File: src/rtl/dtls_seq_pkg.sv
package dtls_seq_pkg;
    localparam int DEF_EPOCH_W = 16;
    localparam int DEF_CNT_W   = 48;
endpackage

File: src/rtl/dtls_seq_advance.sv
module dtls_seq_advance #(
    parameter int EW = dtls_seq_pkg::DEF_EPOCH_W,
    parameter int CW = dtls_seq_pkg::DEF_CNT_W
) (
    input  logic [EW-1:0] epoch_i,
    input  logic [CW-1:0] cnt_i,
    input  logic          ccs_i,
    input  logic          req_i,
    input  logic          hdr_en_i,
    input  logic          chk_en_i,
    output logic [EW-1:0] pkt_epoch_o,
    output logic [CW-1:0] pkt_cnt_o,
    output logic          ovf_o,
    output logic [EW-1:0] nxt_epoch_o,
    output logic [CW-1:0] nxt_cnt_o
);
    logic [EW-1:0] e_d;
    logic [CW-1:0] c_d;
    logic          ovf_d;

    always_comb begin
        // epoch change comes first, so a same-cycle packet sees the new epoch
        e_d   = ccs_i ? epoch_i + EW'(1) : epoch_i;
        c_d   = ccs_i ? '0 : cnt_i;
        ovf_d = req_i & hdr_en_i & chk_en_i & (&c_d);
        pkt_epoch_o = e_d;
        pkt_cnt_o   = c_d;
        ovf_o       = ovf_d;
        nxt_epoch_o = e_d;
        nxt_cnt_o   = (req_i & hdr_en_i & ~ovf_d) ? c_d + CW'(1) : c_d;
    end
endmodule

File: src/rtl/dtls_seq_emit.sv
module dtls_seq_emit #(
    parameter int SW = dtls_seq_pkg::DEF_EPOCH_W + dtls_seq_pkg::DEF_CNT_W
) (
    input  logic          clk,
    input  logic          rst,
    input  logic          req_i,
    input  logic          hdr_en_i,
    input  logic          ovf_i,
    input  logic          clr_i,
    input  logic [SW-1:0] pkt_seq_i,
    input  logic [SW-1:0] host_seq_i,
    output logic [SW-1:0] seq_o,
    output logic          vld_o,
    output logic          err_o
);
    typedef struct packed {
        logic [SW-1:0] seq;
        logic          vld;
        logic          err;
    } emit_t;

    emit_t out_d, out_q;

    always_comb begin
        out_d     = out_q;
        out_d.vld = 1'b0;
        if (req_i) begin
            out_d.seq = hdr_en_i ? pkt_seq_i : host_seq_i;
            out_d.vld = ~ovf_i;
            out_d.err = ovf_i;
        end else if (clr_i) begin
            out_d.err = 1'b0;
        end
    end

    always_ff @(posedge clk) begin
        if (rst) out_q <= '0;
        else     out_q <= out_d;
    end

    assign seq_o = out_q.seq;
    assign vld_o = out_q.vld;
    assign err_o = out_q.err;

    // a raised error is held while nothing releases it
    a_r6_err_hold: assert property (@(posedge clk) disable iff (rst)
        (out_q.err && !req_i && !clr_i) |=> out_q.err);

    // a refused request never also reports a served number
    a_r5_err_excl_vld: assert property (@(posedge clk) disable iff (rst)
        !(vld_o && err_o));

    // the valid strobe only follows a request
    a_r2_vld_after_req: assert property (@(posedge clk) disable iff (rst)
        !req_i |=> !vld_o);
endmodule

File: src/rtl/dtls_seqgen.sv
module dtls_seqgen #(
    parameter int EPOCH_W = dtls_seq_pkg::DEF_EPOCH_W,
    parameter int CNT_W   = dtls_seq_pkg::DEF_CNT_W,
    localparam int SEQ_W  = EPOCH_W + CNT_W
) (
    input  logic             clk,
    input  logic             rst,
    input  logic             req_i,
    input  logic             ccs_i,
    input  logic             hdr_en_i,
    input  logic             chk_en_i,
    input  logic             err_clr_i,
    input  logic             load_i,
    input  logic [SEQ_W-1:0] host_seq_i,
    output logic [SEQ_W-1:0] seq_o,
    output logic             seq_vld_o,
    output logic             seq_err_o
);
    typedef struct packed {
        logic [EPOCH_W-1:0] epoch;
        logic [CNT_W-1:0]   cnt;
    } sa_state_t;

    sa_state_t st_d, st_q;

    logic               req_eff, ccs_eff, ovf;
    logic [EPOCH_W-1:0] pkt_epoch, nxt_epoch;
    logic [CNT_W-1:0]   pkt_cnt, nxt_cnt;

    // a load owns its cycle; strobes that share it are dropped
    assign req_eff = req_i & ~load_i;
    assign ccs_eff = ccs_i & ~load_i;

    dtls_seq_advance #(.EW(EPOCH_W), .CW(CNT_W)) u_adv (
        .epoch_i     (st_q.epoch),
        .cnt_i       (st_q.cnt),
        .ccs_i       (ccs_eff),
        .req_i       (req_eff),
        .hdr_en_i    (hdr_en_i),
        .chk_en_i    (chk_en_i),
        .pkt_epoch_o (pkt_epoch),
        .pkt_cnt_o   (pkt_cnt),
        .ovf_o       (ovf),
        .nxt_epoch_o (nxt_epoch),
        .nxt_cnt_o   (nxt_cnt)
    );

    always_comb begin
        st_d = st_q;
        if (load_i) begin
            st_d.epoch = host_seq_i[SEQ_W-1:CNT_W];
            st_d.cnt   = host_seq_i[CNT_W-1:0];
        end else begin
            st_d.epoch = nxt_epoch;
            st_d.cnt   = nxt_cnt;
        end
    end

    always_ff @(posedge clk) begin
        if (rst) st_q <= '0;
        else     st_q <= st_d;
    end

    dtls_seq_emit #(.SW(SEQ_W)) u_emit (
        .clk        (clk),
        .rst        (rst),
        .req_i      (req_eff),
        .hdr_en_i   (hdr_en_i),
        .ovf_i      (ovf),
        .clr_i      (err_clr_i),
        .pkt_seq_i  ({pkt_epoch, pkt_cnt}),
        .host_seq_i (host_seq_i),
        .seq_o      (seq_o),
        .vld_o      (seq_vld_o),
        .err_o      (seq_err_o)
    );

    // a refused request leaves the stored state as it was
    a_r5_state_kept: assert property (@(posedge clk) disable iff (rst)
        ovf |=> (st_q == $past(st_q)));

    // with checking off no error can follow a request
    a_r7_no_err: assert property (@(posedge clk) disable iff (rst)
        (req_eff && !chk_en_i) |=> !seq_err_o);

    // a bypassed request does not touch the state
    a_r8_bypass_state: assert property (@(posedge clk) disable iff (rst)
        (req_eff && !hdr_en_i && !ccs_eff && !load_i) |=> $stable(st_q));

    // an epoch change alone restarts the counter at zero
    a_r3_ccs_restart: assert property (@(posedge clk) disable iff (rst)
        (ccs_eff && !req_eff) |=> (st_q.cnt == '0));
endmodule

File: config.mk
export PLATFORM = sky130hd
export DESIGN_NAME = dtls_seqgen
export DESIGN_NICKNAME = d
export VERILOG_FILES = /design/src/rtl/dtls_seq_pkg.sv /design/src/rtl/dtls_seq_advance.sv /design/src/rtl/dtls_seq_emit.sv /design/src/rtl/dtls_seqgen.sv
export SDC_FILE = /design/constraint.sdc
export NUM_CORES = 1
export LEC_CHECK = 0
export ABC_AREA = 1
export BUFFER_PORTS_ARGS = -buffer_cell sky130_fd_sc_hd__clkbuf_2
export CAP_MARGIN = 20
export CORE_MARGIN = 1.5
export CORE_UTILIZATION = 30
export CTS_BUF_LIST = sky130_fd_sc_hd__clkbuf_8 sky130_fd_sc_hd__clkbuf_16
export CTS_CLUSTER_DIAMETER = 150
export DETAILED_ROUTE_END_ITERATION = 8
export GPL_TIMING_DRIVEN = 0
export PLACE_DENSITY = 0.5
export SYNTH_ARGS = -nofsm -noshare
export SYNTH_HDL_FRONTEND = slang
export SYNTH_HIERARCHICAL = 1
export SYNTH_SLANG_ARGS = --single-unit
File: constraint.sdc
create_clock -name clk -period 3.9 [get_ports clk]
set_clock_uncertainty 0.05 [all_clocks]
set_input_delay 0.78 -clock clk [delete_from_list [all_inputs] [get_ports clk]]
set_output_delay 0.78 -clock clk [all_outputs]
set_load 0.01 [all_outputs]
## Word level (Yosys, flattened, before mapping)

Index checks and enable logic that the tools add are counted.
Widths: inputs -> output; s select.

| cells by class | value |
|---|---|
| $add $sub $neg | 2 |
| multiply operators | 0 |
| divide/modulo/power cells | 0 |
| $lt $le $gt $ge | 0 |
| equality and inequality tests | 0 |
| shifts and indexed selects | 0 |
| muxes and demuxes | 7 |
| bitwise operators | 9 |
| reduce and logical (&&, ||, !) cells | 3 |

Operators by type and width:

| kind | count |
|---|---|
| $mux 64 | 2 |
| $mux 48 | 2 |
| $add 48x1->48 const B | 1 |
| $reduce_and 48->1 | 1 |
| $add 16x1->16 const B | 1 |
| $mux 16 | 1 |
| $and 1x1->1 | 6 |
| $not 1->1 | 3 |
| $mux 1 | 2 |
| $reduce_bool 2->1 | 1 |
| $reduce_or 2->1 | 1 |

| storage, ports and cells | value |
|---|---|
| register bits | 130 |
| latch bits | 0 |
| memory bits (writable) | 0 |
| ROM bits | 0 |
| input bits | 72 |
| output and inout port bits | 66 |
| memories | 0 |

## Depth between registers and ports, before layout

Gate-level depths: netlist of the first run.

| depth | value |
|---|---|
| depth after elaboration | 9 |
| depth in mapped cells | 24 |
| mapped depth without buffers | 18 |

## Hierarchy

The synthesis of the first run kept the hierarchy.

By module, submodules not included:

| module | instances | cells each | area each (um^2) | sequential area each (um^2) |
|---|---|---|---|---|
| dtls_seq_emit | 1 | 555 | 3279.4 | 1321.3 |
| dtls_seq_advance | 1 | 697 | 3243.1 | 0.0 |
| dtls_seqgen | 1 | 409 | 2595.0 | 1281.2 |

## Worst setup path before layout of the first run

OpenSTA, ideal clock, no wires.

| timing path | value |
|---|---|
| path kind | input to register |
| start point | input port load_i |
| end point | register st_q[36] (netlist bit) |
| library setup time | 0.113 ns |
| data arrival time | 3.556 ns |
| required time | 3.737 ns |
| slack | 0.181 ns |
| stages | 23 |
| cells stage by stage | buf_2 buf_2 nor2_1 buf_6 clkinv_4 buf_8 buf_6 buf_2 nand2_1 inv_1 ha_1 inv_1 nor2_1 nand2_1 nor2_1 nand2_1 nor2_1 nor2_2 buf_6 nand2_1 nand2_1 nor2_1 nor2_1 |

| on the way | value |
|---|---|
| cells in the longest elaborated chain, start to end | 9 |
| elaborated cells between the ends (all ways) | 13 |
| classes of those cells | add/sub (1); mux (3); bitwise (8); reduce/logical (1) |

Ends and longest elaborated chain:

| element | line | RTL |
|---|---|---|
| start, declared | dtls_seqgen.sv:13 | `input logic load_i,` |
| $not 1->1 * | dtls_seqgen.sv:32 | `assign ccs_eff = ccs_i & ~load_i;` |
| $and 1x1->1 * | dtls_seqgen.sv:32 |  |
| net ccs_eff | dtls_seqgen.sv:26 | `logic req_eff, ccs_eff, ovf;` |
| $mux 48 * | dtls_seq_advance.sv:24 | `c_d = ccs_i ? '0 : cnt_i;` |
| net pkt_cnt[0] | dtls_seqgen.sv:28 | `logic [CNT_W-1:0] pkt_cnt, nxt_cnt;` |
| branches (longest 4 deep; another with $add 48x1->48) | n/a |  |
| $mux 48 * | dtls_seq_advance.sv:30 | `nxt_cnt_o = (req_i & hdr_en_i & ~ovf_d) ? c_d + CW'(1) : c_d;` |
| net nxt_cnt[36] | dtls_seqgen.sv:28 |  |
| $mux 64 * | dtls_seqgen.sv:50 | `if (load_i) begin` |
| end signal, assigned | dtls_seqgen.sv:61 | `else st_q <= st_d;` |
| end, declared | dtls_seqgen.sv:24 | `sa_state_t st_d, st_q;` |

Mark *: on every way through the listed nets, which the timed path passes.
A chain may end at the register's enable or synchronous reset.

## Worst setup path in the final report of the first run

| timing path | value |
|---|---|
| start point | input port load_i |
| end point | register st_q[43] (netlist bit) |

The elaborated chain is that of the path after synthesis.

==> impl_results.md, run 1 <==
* Synthesized flop and latch total at 130
* RePlAce Congestion at about 0.98
* Ys async rst share at 0
* Worst Path Max Fanout at 19
* CP peak stage delay at about 0.37 ns
* Clk sink count at 130
* Root buffer cell: clkbuf_16
* Switch share at 0.303
* Synth Warn # at 6
* Num CTS Buffers at 17
* Clk_lat worst skew at 0.45 ns
* Max cap viols at 0
* Detailed placer's ending HPWL at approximately 25 mm
* Syn Nets at ~1700
* P_int at between 0.002 and 0.003 W
* Residual DRC at 0
* Max Slew Vio Count at 0
* Final Power at 0.00379 W
* Reg power frac at 0.391
* Worst r2r path cells at 15
* Crit-path leading delay family: simple AND/OR/NAND/NOR gates
* Total iterations of the first detailed-routing run at 5
* Die Ht at 177 um
* Leakage at between 5 and 6 nW
* Core area at around 30000 um2
* Clk slew on worst S/H paths at around 0.060 ns
* Synth-to-layout area growth at 19.8%
* Cts hold-fix bufs at 0
* Layout Nets at 1891
* Combinational share of power at 0.177
* Crit path depth at 18
* Placed Cells at 2187
* IO Port Bufs at roughly 140
* Crit share post-route at 0.927
* EDFF count, synth at 0
* Setup CP Type: input port to flip-flop
* Outcome: complete, no violations
* Routed WL per cell at between 10 and 15 um
* Die W at between 150 and 200 um
* DRT antenna net count at 0
* Least-Margin Pin Slew at ~0.83 ns
* Initial antenna violation count at 1
* CP Capture Type: flip-flop
* Commonest cells after routing, fill and taps aside: 595 x nand2_1, 372 x nor2_1, 214 x inv_1, 165 x nand3_1, 136 x clkbuf_2
* Final Hold Fails at 0
* # H-tree levels at 4
* Crit path from: load_i
* Via count at 9794
* Min Tclk post-route at 3.61 ns
* Bufs and invs on worst path at 5
* Psw at between 0.001 and 0.0015 W
* Worst EP arrival at about 3.9 ns
* Max Clk Rate at between 200 and 300 MHz
* Placed inst area at ~10000 um2
* Clock network power share at 0.431
* CTS tree: built
* Clock Tree Buf Depth at 2
* Critical-path top delay cell: clkbuf_1
* First-pass GRT wire length at roughly 51 mm
* First DRT Iteration DRCs at 585
* Most common cell after layout, fill and taps aside: nand2_1
* Hold depth at 2
* Mapped Cells at about 1700
* Sequential area share after synthesis at 0.285
* Slew headroom at 0.444
* Core Util, Final at 0.367
* Number of top-level pins at about 140
* Worst ir drop on vdd at 0.283 mV
* FP Rows at 63
* CP required at 4.19 ns
* Setup Viol. Count Final at 0
* Unique masters post-synth at 29
* Final Instance Area at between 10000 and 15000 um2
* Vias in the first global route at ~9500
* Starting Density at 0.306
* Worst Hold Launch: u_emit/err_o$_SDFFE_PP0P_
* Grt total ovfl at 0
* Layout Cells excl Fill at approximately 2200
* WL final at 32.1 mm
* Hold Path Class: flip-flop to flip-flop
* Die Area at 31400 um2
* Ys flop type: dfxtp_1
* Synthesized area at roughly 9000 um2
* Reg2reg start: st_q[1]$_SDFF_PP0_
* P per Cell Area at about 350 nW/um2
* Hold_ws at approximately 0.47 ns
* Crit path cell chain: buf_6 > nor2_1 > buf_6 > clkbuf_1 > nor2_2 > ha_2 > inv_1 > nor2_4 > nand2_1 > nor2_2 > nand2_1 > nor2_1 > nor2_2 > buf_6 > nand2_1 > nand2_1 > nor2_1 > nor2_1
* Startpoint types: input port
* Share of layout cells above drive strength 1 at 0.149
* FILL cells at 3425
* GRT Total Usage at 0.215
* RSZ-0062 raised after global routing: no
* Mean area per synthesized cell at 5.49 um2
* Antenna Diode Count at 0
* Vias per cell at 4.41
* Largest net degree at the start of global routing at 20
[through the flow]
step,TNS [ns],worst slack (ns)
2_1_floorplan,0,0.181
3_3_place_gp,-66.92,-1.67
3_5_place_dp,-68.23,-1.72
4_1_cts,0,0.0218
5_1_grt,0,0.00303
6_report,0,0.286
[final cells by class]
type                            count  area (um2)  area share
Multi-Input combinational cell   1221        5170       0.473
Timing Repair Buffer              139         703      0.0644
Clock buffer                       19         453      0.0415
Clock inverter                     13         136      0.0125
Tap cell                          390         488      0.0447
Sequential cell                   130        2600       0.238
Inverter                          218         827      0.0757
Buffer                             90         551      0.0504
[synthesized netlist by cell type, types with 2 or more instances]
master | count | area share
inv_2 | 2 | 0.00082
xor2_1 | 21 | 0.020
nand2_1 | 595 | 0.24
nor2_2 | 10 | 0.0069
clkbuf_1 | 17 | 0.0070
a21oi_1 | 3 | 0.0016
xnor2_1 | 8 | 0.0077
buf_4 | 18 | 0.015
buf_6 | 8 | 0.0099
nor3_1 | 3 | 0.0016
or2_2 | 2 | 0.0014
nand4_1 | 18 | 0.012
buf_8 | 2 | 0.0033
buf_2 | 47 | 0.026
nor2_1 | 375 | 0.15
nand3_1 | 165 | 0.091
inv_1 | 214 | 0.088
nand3b_1 | 7 | 0.0058
nand3_2 | 6 | 0.0066
ha_1 | 2 | 0.0027
dfxtp_1 | 130 | 0.29
[repair_timing]
| action | in CTS | in global routing |
|---|---|---|
| endpoints found under the setup margin | 50 | 49 |
| buffers inserted | 1 | 2 |
| gates resized for setup | 9 | 1 |
| pin swaps | 0 | 1 |
[registers in the layout, summed over array words and instances, names as in the netlist]
name	count
u_emit/seq_o	64
u_emit/vld_o	1
u_emit/err_o	1
st_q	64
[metal layers]
layer / GRT usage / vias to the layer above / routed length (um)
met1: 0.284 / 4275 / 15400
met4: 0.0606 / 0 / 589
li1: - / 5266 / -
met3: 0.0461 / 38 / 1700
met2: 0.350 / 215 / 14400
met5: 0 / - / 0
[power by group through the flow]
stage / Combinational [W] / Sequential (W) / Clock (W)
after global placement: 0.000672 / 0.00151 / 0
after detailed placement: 0.000675 / 0.00151 / 0
after CTS: 0.000682 / 0.00149 / 0.00168
final: 0.000672 / 0.00148 / 0.00164
after floorplan: 0.000437 / 0.00152 / 0
after global routing: 0.000775 / 0.00150 / 0.00175
[cell families (layout without fill, tap and decap cells)]
logic type,Yosys count,in the layout,synth area share
and+or+nand+nor,1185,1185,0.530
DFF,130,130,0.285
adders and majority gates,2,2,0.00274
AOI/OAI and AO/OA,5,5,0.00329
xor gates and xnor gates,29,29,0.0279
buffers and inverters,310,479,0.151
[final timing paths]
path              slack [ns]                   endpoint
hold / removal          0.47  u_emit/err_o$_SDFFE_PP0P_
hold reg to reg         0.47  u_emit/err_o$_SDFFE_PP0P_
setup / recovery        0.29        st_q[43]$_SDFF_PP0_
setup reg to reg        1.17        st_q[43]$_SDFF_PP0_
[worst reg2reg max path, cell delays in order (launching register included)]
cell	delay (ns)
dfxtp_1	0.36
inv_1	0.06
nor2_2	0.15
ha_2	0.32
inv_1	0.14
nor2_4	0.32
nand2_1	0.21
nor2_2	0.26
nand2_1	0.10
nor2_1	0.13
nor2_2	0.11
buf_6	0.17
nand2_1	0.05
nand2_1	0.05
nor2_1	0.08
nor2_1	0.05
(Power assumes the default switching activity.)
==> run 2, diff against run 1 <==
Settings changed: CORE_MARGIN 1.5 to not set, REMOVE_ABC_BUFFERS set to 1, TNS_END_PERCENT set to 5.
==> run 2 against run 1 <==
  * Cell count is 3.4% lower
  * Fmax is 0.54% higher
  * Sequential share of layout area is 0.65 points higher
  * Critical path depth is 1 higher
  * Flip-flop and latch count stayed put
  * Highest routed layer unchanged
==> impl_results.md, run 2 (same netlist as run 1, synthesis figures left out) <==
* Grt total ovfl at 0
* Routed WL per cell at 14.1 um
* TNS Setup at 0 ns
* Max cap viols at 0
* Number of top-level pins at between 100 and 150
* Die W at about 180 um
* Initial antenna violation count at 0
* Leakage at ~5.7 nW
* Min Tclk post-route at between 3 and 4 ns
* Setup Viol. Count Final at 0
* R2R Setup Slk at 1.00 ns
* Residual DRC at 0
* Hold_ws at between 0.4 and 0.5 ns
* Clk sink count at 130
* First DRT Iteration DRCs at 530
* Starting Density at 0.306
* # H-tree levels at 4
* First-pass GRT wire length at approximately 48 mm
* RePlAce Congestion at between 0.8 and 0.9
* CTS tree: built
* Hold depth at 2
* Commonest cells after routing, fill and taps aside: 595 x nand2_1, 371 x nor2_1, 214 x inv_1, 165 x nand3_1, 134 x clkbuf_2
* Worst Path Max Fanout at 38
* Num CTS Buffers at 17
* Core area at roughly 30000 um2
* Antenna Diode Count at 0
* Least-Margin Pin Slew at between 0.9 and 1 ns
* Final Hold Fails at 0
* Root buffer cell: clkbuf_16
* Vias in the first global route at 9100
* FF-to-FF End: st_q[17]$_SDFF_PP0_
* Slew headroom at 0.349
* Outcome: complete, no violations
* Worst Hold Launch: u_emit/err_o$_SDFFE_PP0P_
* RSZ-0062 raised after global routing: no
* Detailed placer's ending HPWL at approximately 19 mm
* Worst Hold End: u_emit/err_o$_SDFFE_PP0P_
* CP Capture Type: flip-flop
* Synth-to-layout area growth at 16.7%
* Largest net degree at the start of global routing at between 70 and 80
* Core Util, Final at 0.357
* Max Clk Rate at approximately 280 MHz
* Most common cell after layout, fill and taps aside: nand2_1
* Area of the multi-input gates at between 5000 and 6000 um2
* Hold Path Class: flip-flop to flip-flop
* Crit share post-route at 0.922
* CP required at about 4.2 ns
* Worst ir drop on vdd at roughly 0.28 mV
* Setup CP Type: input port to flip-flop
* Max Slew Vio Count at 0
* IO Port Bufs at around 140
* Clk_lat worst skew at 0.43 ns
* FP Rows at between 60 and 70
* WL final at a little over 30 mm
* Storage element area at 2600 um2
* Vias per cell at between 4 and 5
* Via count at between 9000 and 10000
* Die Ht at about 180 um
* Startpoint types: input port
* Total iterations of the first detailed-routing run at 5
* P per Cell Area at between 300 and 400 nW/um2
* Clk slew on worst S/H paths at approximately 0.060 ns
* GRT Total Usage at 0.197
* Share of layout cells above drive strength 1 at 0.123
* Worst EP arrival at just under 4 ns
* Placed inst area at a little under 10000 um2
* DRT antenna net count at 0
* Clock Tree Buf Depth at 2
* Worst r2r path cells at 15
* Final Instance Area at 10600 um2
* Layout Nets at around 1800
* Final Power at about 0.0038 W
* Die Area at 31100 um2
* Reg2reg start: st_q[0]$_SDFF_PP0_
* FILL cells at around 3400
-- run 2: changes by cell type in the layout (fill, tap and decap cells not counted), moves of 5 or more --
cell and change:
clkbuf_1 -17, buf_6 -9, inv_6 +5, buf_2 -44
buf_12 +5, buf_4 -17
-- run 2: how the worst max path moves through the flow --
stage / start / endpoint / slack (ns) / cells past startpoint
floorplan: req_i / st_q[25]$_SDFF_PP0_ / -3.69 / 14
global placement: load_i / st_q[7]$_SDFF_PP0_ / -10.70 / 14
detailed placement: load_i / st_q[44]$_SDFF_PP0_ / -1.96 / 18
CTS: load_i / st_q[33]$_SDFF_PP0_ / 0.07 / 17
global route: load_i / st_q[35]$_SDFF_PP0_ / 0.04 / 18
finish: ccs_i / st_q[17]$_SDFF_PP0_ / 0.30 / 19
-- run 2: worst max-delay path, stage by stage --
cell	delay, ns
clkbuf_2	0.08
inv_1	0.22
nor2_4	0.15
clkinv_8	0.17
nand2_1	0.15
inv_1	0.24
ha_2	0.31
nand2_1	0.07
nor2_1	0.12
nand2_1	0.22
nor2_4	0.21
nand2_1	0.09
nor2_2	0.24
nand3_4	0.24
buf_4	0.27
nand3_1	0.10
nand2_1	0.05
nor2_1	0.08
nor2_1	0.05
-- run 2: repair_timing --
| item | CTS | global route |
|---|---|---|
| gates cloned | 4 | 2 |
| resized for setup | 7 | 4 |
| pin swaps | 3 | 1 |
| setup endpoints to repair | 50 | 47 |
| buffers inserted | 4 | 0 |
| hold buffers | 0 | 0 |
-- run 2: routing by layer --
metal | vias to the layer above | part of all wire | track usage
met5 | - | 0 | 0
met4 | 0 | 0.013 | 0.0489
met3 | 24 | 0.065 | 0.0512
met2 | 215 | 0.45 | 0.329
met1 | 4185 | 0.47 | 0.252
li1 | 5112 | - | -
-- run 2: where the power goes --
part	switching (W)	internal (W)	total (W)
registers	0.0000678	0.00142	0.00149
clock network	0.000689	0.000966	0.00166
logic	0.000403	0.000227	0.000630
-- run 2: metrics by stage --
step                      setup slack, ns  instances
after floorplan                     -3.69       1569
after global routing               0.0444       2144
after detailed placement            -1.96       2102
after global placement             -10.70       2096
after CTS                          0.0654       2142
final                               0.305       2144
-- run 2: final cells by class --
cell class | instances | area share
flip-flops and latches | 130 | 0.245
clock inverters | 14 | 0.0144
multi-input cells | 1225 | 0.492
well taps | 390 | 0.0459
clock buffers | 18 | 0.0413
repair buffers | 148 | 0.0829
inverters | 218 | 0.0785
repair inverters | 1 | 0.000823
==> run 3, diff against run 2 <==
Settings changed: CORE_ASPECT_RATIO set to 1.4.
==> run 3 against run 2 <==
  * Register-to-register slack improved by 0.03 ns
  * First-iteration DRC count is 4.0% higher
  * Worst hold slack worse by 0.014 ns
  * Sequential share of layout area down 0.086 points
  * Via count up 2.0%
  * Clock-buffer cell count fell by 1
  * Non-clock buffer count is 4 higher
  * Flip-flop and latch count is the same
  * Largest power group unchanged
  * Highest routed layer unchanged
==> impl_results.md, run 3 (same netlist as run 1, synthesis figures left out) <==
* Outcome: complete, no violations
* Total iterations of the first detailed-routing run at 6
* Worst r2r path cells at 15
* Starting Density at 0.305
* FP Rows at 75
* Routed WL per cell at roughly 15 um
* Critical-path top delay cell: ha_2
* Share of layout cells above drive strength 1 at 0.125
* Crit share post-route at 0.915
* Via count at ~9700
* Detailed placer's ending HPWL at roughly 20 mm
* Vias in the first global route at slightly above 9000
* Crit-path leading delay family: simple AND/OR/NAND/NOR gates
* Max Clk Rate at between 200 and 300 MHz
* IO Port Bufs at 137
* Combinational share of power at 0.167
* CP required at between 4 and 5 ns
* Slew headroom at 0.417
* CP peak stage delay at ~0.31 ns
* Die Area at ~31000 um2
* First DRT Iteration DRCs at between 500 and 600
* Switch share at 0.301
* Hold depth at 2
* Most common cell after layout, fill and taps aside: nand2_1
* Root buffer cell: clkbuf_16
* Area of the multi-input gates at around 5200 um2
* Layout Cells excl Fill at between 2000 and 2500
* Clk slew on worst S/H paths at about 0.06 ns
* Clock network power share at 0.439
* Bufs and invs on worst path at 3
* Num CTS Buffers at 17
* Least-Margin Pin Slew at approximately 0.9 ns
* CTS tree: built
* Number of top-level pins at 138
* RSZ-0062 raised after global routing: no
* Worst EP arrival at between 3 and 4 ns
* Grt total ovfl at 0
* Setup CP Type: input port to flip-flop
* Die Ht at between 200 and 250 um
* Clock Tree Buf Depth at 2
* Psw at 0.00114 W
* Core area at around 30000 um2
* Max Slew Vio Count at 0
* TNS Setup at 0 ns
* Clk_lat worst skew at around 0.45 ns
* # H-tree levels at 4
* Hold Path Class: flip-flop to flip-flop
* Setup Viol. Count Final at 0
* Die W at roughly 150 um
* Reg power frac at 0.394
* Commonest cells after routing, fill and taps aside: 595 x nand2_1, 371 x nor2_1, 214 x inv_1, 165 x nand3_1, 134 x clkbuf_2
* Initial antenna violation count at 1
* Min Tclk post-route at 3.57 ns
* Worst Path Max Fanout at 67
* RePlAce Congestion at just under 0.9
* Largest net degree at the start of global routing at 76
* P per Cell Area at roughly 350 nW/um2
* Vias per cell at between 4 and 5
* Max cap viols at 0
* Final Hold Fails at 0
* Storage element area at 2600 um2
* GRT Total Usage at 0.207
* Residual DRC at 0
* Clk sink count at 130
* Layout Nets at between 1500 and 2000
* FILL cells at 3402
* Synth-to-layout area growth at 17.1%
* Crit path cell chain: clkbuf_16 > nor2_4 > buf_4 > nor2_1 > ha_2 > nand2_1 > nor2_1 > nand2_1 > nor2_4 > nand2_1 > nor2_2 > nand3_4 > buf_4 > nand3_1 > nand2_1 > nor2_1 > nor2_1
* Leakage at 5.71 nW
* Startpoint types: input port
* First-pass GRT wire length at 49.0 mm
* Crit path depth at 17
* Worst ir drop on vdd at 0.308 mV
* DRT antenna net count at 0
* CP Capture Type: flip-flop
* Placed Cells at between 2000 and 2500
* P_int at approximately 0.0026 W
* WL final at around 31 mm
run 3: changes by cell type in the layout (fill, tap and decap cells not counted), sizes merged:
cell / previous run / this run
buf: 10 / 14
inv: 222 / 218
clkinv: 4 / 7
bufinv: 2 / 3
clkbuf: 156 / 155
diode: 0 / 1
run 3: final timing paths:
kind,from,endpoint,slack [ns]
max reg2reg,st_q[1]$_SDFF_PP0_,st_q[17]$_SDFF_PP0_,1.03
min,u_emit/err_o$_SDFFE_PP0P_,u_emit/err_o$_SDFFE_PP0P_,0.45
min reg2reg,u_emit/err_o$_SDFFE_PP0P_,u_emit/err_o$_SDFFE_PP0P_,0.45
max,load_i,st_q[17]$_SDFF_PP0_,0.33
run 3: timing repair:
action                     4_1_cts  5_1_grt
setup endpoints to repair       50       48
resized for setup                8        4
pin swaps                        3        1
hold buffers                     0        0
setup buffers                    4        4
gates cloned                     4        2
run 3: area by class of cell:
| class | instances | share of cell area |
|---|---|---|
| antenna | 1 | 0.000234 |
| clock buffer | 17 | 0.0399 |
| clock inverter | 14 | 0.0157 |
| inverter | 218 | 0.0780 |
| multi-input combinational | 1225 | 0.490 |
| sequential | 130 | 0.244 |
| tap | 385 | 0.0451 |
| timing repair buffer | 152 | 0.0866 |
| timing repair inverter | 1 | 0.000821 |
run 3: layer usage:
metal	global-route usage	share of wire
met5	0	0
met4	0.0844	0.030
met3	0.0436	0.046
met2	0.374	0.52
met1	0.231	0.41
run 3: power groups by stage:
stage	Sequential (W)	Combinational, W	Clock, W
after floorplan	0.00152	0.000371	0
after global placement	0.00152	0.000629	0
after detailed placement	0.00152	0.000618	0
after CTS	0.00149	0.000636	0.00173
after global routing	0.00150	0.000731	0.00177
final	0.00149	0.000632	0.00166
run 3: stage by stage:
step / power [W] / worst slack, ns / hold WS [ns] / util / instance area (um2)
after global routing: 0.00400 / 0.0905 / 0.490 / 0.357 / 10700
final: 0.00378 / 0.333 / 0.448 / 0.357 / 10700
after CTS: 0.00385 / 0.00971 / 0.455 / 0.355 / 10600
after global placement: 0.00215 / -10.97 / 0.420 / 0.325 / 9730
after detailed placement: 0.00214 / -2.11 / 0.439 / 0.330 / 9890
after floorplan: 0.00189 / -3.69 / 0.479 / - / 8560
run 3: worst reg2reg max path, stage by stage (launching register included):
cell and delay, ns:
dfxtp_1 0.37, inv_1 0.05, nor2_1 0.19, ha_2 0.31, nand2_1 0.07, nor2_1 0.11, nand2_1 0.24, nor2_4 0.23
nand2_1 0.09, nor2_2 0.25, nand3_4 0.25, buf_4 0.26, nand3_1 0.09, nand2_1 0.07, nor2_1 0.08, nor2_1 0.05
